`config.mk`:
```
export PLATFORM = sky130hd
export DESIGN_NAME = pixport_fmt
export DESIGN_NICKNAME = d
export VERILOG_FILES = /design/src/rtl/pixport_pkg.sv /design/src/rtl/pixport_phase_fsm.sv /design/src/rtl/pixport_half_clk.sv /design/src/rtl/pixport_lane_mux.sv /design/src/rtl/pixport_fmt.sv
export SDC_FILE = /design/constraint.sdc
export NUM_CORES = 1
export LEC_CHECK = 0
export BUFFER_PORTS_ARGS = -buffer_cell sky130_fd_sc_hd__buf_2
export CAP_MARGIN = 10
export CORE_ASPECT_RATIO = 0.6
export CORE_MARGIN = 2
export CORE_UTILIZATION = 46
export DETAILED_ROUTE_END_ITERATION = 12
export PLACE_DENSITY = 0.72
export SLEW_MARGIN = 20
export SYNTH_ARGS = -nofsm -noshare
export SYNTH_HDL_FRONTEND = slang
export SYNTH_SLANG_ARGS = --single-unit
```
`constraint.sdc`:
```
create_clock -name clk -period 2 [get_ports clk]
set_input_delay 0.2 -clock clk [delete_from_list [all_inputs] [get_ports clk]]
set_output_delay 0.2 -clock clk [all_outputs]
set_load 0.01 [all_outputs]
```
`src/rtl/pixport_pkg.sv`:
```
package pixport_pkg;
    parameter int SW     = 8;
    parameter int LANES  = 2;
    parameter int FMT_W  = 4;
    parameter int CSEL_W = 3;
    localparam int PW    = LANES * SW;

    localparam logic [FMT_W-1:0]  FMT_BYTE  = 4'b0011;
    localparam logic [FMT_W-1:0]  FMT_WORD  = 4'b0010;
    localparam logic [CSEL_W-1:0] CSEL_HALF = 3'b101;

    typedef enum logic [1:0] {
        PH_C0 = 2'd0,
        PH_Y0 = 2'd1,
        PH_C1 = 2'd2,
        PH_Y1 = 2'd3
    } phase_e;

    typedef enum logic [1:0] {
        OM_BYTE = 2'd0,
        OM_WORD = 2'd1,
        OM_OFF  = 2'd2
    } omode_e;

    typedef struct packed {
        logic [SW-1:0] y0;
        logic [SW-1:0] y1;
        logic [SW-1:0] cb;
        logic [SW-1:0] cr;
    } pair_t;
endpackage

```
`src/rtl/pixport_phase_fsm.sv`:
```
module pixport_phase_fsm
    import pixport_pkg::*;
(
    input  logic              clk,
    input  logic              rst_n,
    input  logic [FMT_W-1:0]  fmt_sel,
    input  logic              swap_i,
    input  logic [CSEL_W-1:0] clk_sel,
    input  logic              clk_inv,
    output phase_e            phase,
    output omode_e            mode_q,
    output logic              swap_q,
    output logic              half_q,
    output logic              inv_q,
    output logic              grp_end
);
    phase_e nxt;

    function automatic omode_e decode_fmt(input logic [FMT_W-1:0] code);
        if (code == FMT_BYTE)      return OM_BYTE;
        else if (code == FMT_WORD) return OM_WORD;
        else                       return OM_OFF;
    endfunction

    // state register
    always_ff @(posedge clk or negedge rst_n) begin
        if (!rst_n) phase <= PH_C0;
        else        phase <= nxt;
    end

    // next state and outputs
    always_comb begin
        unique case (phase)
            PH_C0: nxt = PH_Y0;
            PH_Y0: nxt = PH_C1;
            PH_C1: nxt = PH_Y1;
            PH_Y1: nxt = PH_C0;
        endcase
        grp_end = (phase == PH_Y1);
    end

    // controls captured only at the group boundary
    always_ff @(posedge clk or negedge rst_n) begin
        if (!rst_n) begin
            mode_q <= OM_BYTE;
            swap_q <= 1'b0;
            half_q <= 1'b0;
            inv_q  <= 1'b0;
        end else if (grp_end) begin
            mode_q <= decode_fmt(fmt_sel);
            swap_q <= swap_i;
            half_q <= (clk_sel == CSEL_HALF);
            inv_q  <= clk_inv;
        end
    end

    a_r7_wrap_to_c0: assert property (@(posedge clk) disable iff (!rst_n)
        grp_end |=> (phase == PH_C0));

    a_r6_ctrl_hold: assert property (@(posedge clk) disable iff (!rst_n)
        !grp_end |=> ($stable(mode_q) && $stable(swap_q) && $stable(half_q) && $stable(inv_q)));
endmodule

```
`src/rtl/pixport_half_clk.sv`:
```
module pixport_half_clk (
    input  logic clk,
    input  logic rst_n,
    output logic hclk_q
);
    // reset phase 0 so the chroma cycle that follows reset is low
    always_ff @(posedge clk or negedge rst_n) begin
        if (!rst_n) hclk_q <= 1'b0;
        else        hclk_q <= ~hclk_q;
    end
endmodule

```
`src/rtl/pixport_lane_mux.sv`:
```
module pixport_lane_mux
    import pixport_pkg::*;
(
    input  phase_e           phase,
    input  omode_e           mode,
    input  logic             swap,
    input  pair_t            pair,
    output logic [PW-1:0]    data,
    output logic [LANES-1:0] oe,
    output logic             err
);
    logic [SW-1:0] c_first;
    logic [SW-1:0] c_second;

    always_comb begin
        c_first  = swap ? pair.cr : pair.cb;
        c_second = swap ? pair.cb : pair.cr;
        data     = '0;
        oe       = '0;
        err      = 1'b0;
        unique case (mode)
            OM_BYTE: begin
                oe[0] = 1'b1;
                unique case (phase)
                    PH_C0: data[SW-1:0] = c_first;
                    PH_Y0: data[SW-1:0] = pair.y0;
                    PH_C1: data[SW-1:0] = c_second;
                    PH_Y1: data[SW-1:0] = pair.y1;
                endcase
            end
            OM_WORD: begin
                oe = '1;
                if (phase == PH_C0 || phase == PH_Y0) data = {pair.y0, c_first};
                else                                  data = {pair.y1, c_second};
            end
            default: err = 1'b1;
        endcase
    end
endmodule

```
`src/rtl/pixport_fmt.sv`:
```
module pixport_fmt
    import pixport_pkg::*;
(
    input  logic              clk,
    input  logic              rst_n,
    input  logic [FMT_W-1:0]  fmt_sel,
    input  logic              swap_cc,
    input  logic [CSEL_W-1:0] clk_sel,
    input  logic              clk_inv,
    input  logic [SW-1:0]     y0_i,
    input  logic [SW-1:0]     y1_i,
    input  logic [SW-1:0]     cb_i,
    input  logic [SW-1:0]     cr_i,
    output logic              pair_ack_o,
    output logic [PW-1:0]     port_data_o,
    output logic [LANES-1:0]  port_oe_o,
    output logic              fmt_err_o,
    output logic              llc_o
);
    phase_e phase;
    omode_e mode_q;
    logic   swap_q;
    logic   half_q;
    logic   inv_q;
    logic   grp_end;
    logic   hclk_q;
    pair_t  pair_q;

    pixport_phase_fsm u_fsm (
        .clk     (clk),
        .rst_n   (rst_n),
        .fmt_sel (fmt_sel),
        .swap_i  (swap_cc),
        .clk_sel (clk_sel),
        .clk_inv (clk_inv),
        .phase   (phase),
        .mode_q  (mode_q),
        .swap_q  (swap_q),
        .half_q  (half_q),
        .inv_q   (inv_q),
        .grp_end (grp_end)
    );

    pixport_half_clk u_hclk (
        .clk    (clk),
        .rst_n  (rst_n),
        .hclk_q (hclk_q)
    );

    always_ff @(posedge clk or negedge rst_n) begin
        if (!rst_n)       pair_q <= '0;
        else if (grp_end) pair_q <= '{y0: y0_i, y1: y1_i, cb: cb_i, cr: cr_i};
    end

    pixport_lane_mux u_mux (
        .phase (phase),
        .mode  (mode_q),
        .swap  (swap_q),
        .pair  (pair_q),
        .data  (port_data_o),
        .oe    (port_oe_o),
        .err   (fmt_err_o)
    );

    assign pair_ack_o = grp_end;
    assign llc_o      = (half_q ? hclk_q : clk) ^ inv_q;

    a_r9_hclk_phase: assert property (@(posedge clk) disable iff (!rst_n)
        hclk_q == (phase == PH_Y0 || phase == PH_Y1));

    a_r4_word_hold: assert property (@(posedge clk) disable iff (!rst_n)
        (mode_q == OM_WORD && phase == PH_Y0) |-> $stable(port_data_o));
endmodule

```
==> flow_summary.ini <==
[logic_synthesis]
ys_types = 33
yosysMostFrequentCell = dfrtp_1
synth_top_cell_area_share = 0.438
synth_area_leaders = dfrtp_1, mux2_2, mux2_1
ys.flop_type = dfrtp_1
netlist_area_sq_um = 2290
async_reset_ff_frac = 1.00
syn_inst = 206
netlist_top_cells_count = dfrtp_1, mux2_2, a21oi_1, o211ai_1, mux2_1
syn-num-nets = 253
avgSynthCellArea_sq_um = 11.1
yosys.area.top_type = dfrtp_1
ys_ff_latch = 40
ys_seq_area_frac = 0.438
synth_edf_count = 0
yosys_warnings = 0

[cts]
cts.clk_slew.worst_paths_ns = 0.08
cts_tree = done
clock_latency_ns = 0.41

[power]
leakagePower_nw = 1.35
irDropWorstVdd_mv = 0.321
seq_power_share = 0.475
power_switching_mw = 0.448
p_sw_frac = 0.240
power_density_nw_per_um2 = 601
intPower_mw = 1.42
clockPowerShare = 0.427
combPwrFrac = 0.098

[critical_path]
rr_worst_depth = 5
cp_max_fo = 8
max_stage_delay_ns = 0.44
crit_slowest_cell = dfrtp_2
start_kind = register
worstPathRequired_ns = 1.80
path_class = reg -> out
cp-end-kind = output pin
arrival_ns = 1.94
crit_chain = inv_2 -> ha_4 -> buf_8 -> a221o_1 -> a21oi_1 -> o211ai_1 -> buf_2

[sta]
setup_slack_ns = -0.140
tightest_slew_ns = 0.618
whs_ns = 0.0163
maxSlewViolCount = 0
maxSlewHeadroom = 0.588
finalSetupViolations = 16
rsz0062_at_grt = true
fin_crit_ns = 2.14
final-hold-violation-count = 0
finClkSkew_ns = 0.00610
period_share = 1.07
fmax_mhz = 467

[finish]
nNetsFinal = 336
fillCellCount = 382
drive_gt1_frac = 0.564
final_area_sq_um = 3100
diodes = 0
area_growth_pct = 35.6

[grt]
grt_pass1_vias = 2086
track_usage = 0.238
antenna_found_initial = 0
grt_first_pass_wirelength_mm = 9.74
grt_max_degree = 28
grt_overflow_total = 0

[route]
vias_per_cell = 5.67
postRouteAntennaNets = 0
routed_wl_mm = 5.90
dr_total_vias = 1996
wl_per_cell_um = 16.8
firstDrtPassIters = 4
drcViolationCount = 0
first_iter_violations = 99

[run_status]
violations = setup timing
status = finished, violations left

[die]
num_rows = 19
dieArea_sq_um = 5570
die_w_um = 95.0
initial_core_util = 0.488
die_y_um = 58.6
io_pins = 64
design.core.area_sq_um = 4680

[placement]
place.gp.congestion = 0.740
numPortBuffers = 63
place_hpwl_mm = 3.87
place_area_sq_um = 2700

[job]
maxCapViolCount = 0

[worst_hold_path]
hold_path.class = in -> reg
min_path_cells = 2
-- sequential cells by signal, indices dropped and copies added, names as in the netlist --
register and cells:
pair_q 32, u_fsm.half_q 1, u_fsm.inv_q 1, u_fsm.mode_q 2, u_fsm.phase 2, u_fsm.swap_q 1
u_hclk.hclk_q 1
-- metrics by stage --
step	setup WS (ns)	std cells	utilization	TNS [ns]	power (mW)
2_1_floorplan	0.399	206	-	0	1.02
3_3_place_gp	0.212	328	0.576	0	1.12
3_5_place_dp	0.167	328	0.576	0	1.13
4_1_cts	-0.109	351	0.656	-1.33	1.87
5_1_grt	-0.199	352	0.662	-2.73	1.94
6_report	-0.140	352	0.662	-1.69	1.86
-- worst paths after layout --
check	start	endpoint	slack, ns
hold reg to reg	u_hclk.hclk_q	u_hclk.hclk_q	0.42
setup reg to reg	u_fsm.phase[1]	pair_q[8]	0.39
hold / removal	cb_i[6]	pair_q[14]	0.02
min in group asynchronous	rst_n	u_fsm.half_q	0.34
max in group asynchronous	rst_n	pair_q[25]	1.10
setup / recovery	u_fsm.phase[0]	port_data_o[5]	-0.14
-- cells in the final DEF (no fill, tap or decap), types with 2 or more instances in the layout --
| cell | netlist | final |
|---|---|---|
| o21ai_0 | 6 | 6 |
| dfrtp_2 | 0 | 2 |
| nor2b_1 | 2 | 2 |
| a21oi_1 | 17 | 4 |
| dlygate4sd3_1 | 0 | 2 |
| mux2_1 | 13 | 13 |
| a221o_1 | 7 | 7 |
| o211ai_1 | 15 | 15 |
| ha_4 | 0 | 3 |
| dfrtp_1 | 40 | 38 |
| buf_6 | 0 | 2 |
| nand4_1 | 7 | 7 |
| mux2_2 | 37 | 37 |
| clkbuf_8 | 0 | 10 |
| buf_8 | 0 | 2 |
| o21ai_1 | 10 | 10 |
| buf_2 | 7 | 63 |
| a21oi_2 | 0 | 13 |
| buf_4 | 4 | 17 |
| mux2i_1 | 2 | 2 |
| inv_2 | 1 | 2 |
| nand2_1 | 8 | 8 |
| inv_1 | 6 | 4 |
| nor2_1 | 3 | 3 |
-- critical path: cells and delay by family, from the launching register on --
family / cells / cell delay (ns)
compound gates: 3 / 0.52
flops: 1 / 0.44
fa+ha+maj: 1 / 0.20
buf+inv: 3 / 0.37
-- routing by layer --
layer / track usage / vias up / routed length, um
met1: 0.305 / 957 / 2580
li1: - / 940 / -
met2: 0.356 / 85 / 2670
met4: 0.124 / 0 / 153
met5: 0 / - / 0
met3: 0.0871 / 14 / 496
-- timing repair --
action,in CTS,in global routing
gates resized for setup,28,7
setup buffers,10,1
hold buffers,2,0
pin swaps,9,2
endpoints found under the hold margin,26,0
endpoints found under the setup margin,16,16
gates cloned,1,0
-- layout make-up --
type	instances	area, sq um	share of cell area
Multi-Input combinational cell	144	1280	0.414
Sequential cell	40	1000	0.324
Timing Repair Buffer	87	563	0.182
Clock buffer	11	143	0.0460
Tap cell	63	78.8	0.0254
Inverter	7	28.8	0.00928
-- power groups by stage --
stage	Sequential, mW	Combinational (mW)	Clock [mW]
3_3_place_gp	0.896	0.170	0.0576
4_1_cts	0.884	0.180	0.810
2_1_floorplan	0.883	0.0957	0.0415
5_1_grt	0.891	0.205	0.845
6_report	0.885	0.183	0.795
3_5_place_dp	0.898	0.173	0.0576
-- cell families after synthesis --
kind of cell	share of synthesized area
buf+inv	0.0465
flops	0.438
compound gates	0.170
fa+ha+maj	0.0219
xor+xnor	0.00383
simple gates	0.0657
mux	0.255
(Power assumes the default switching activity.)
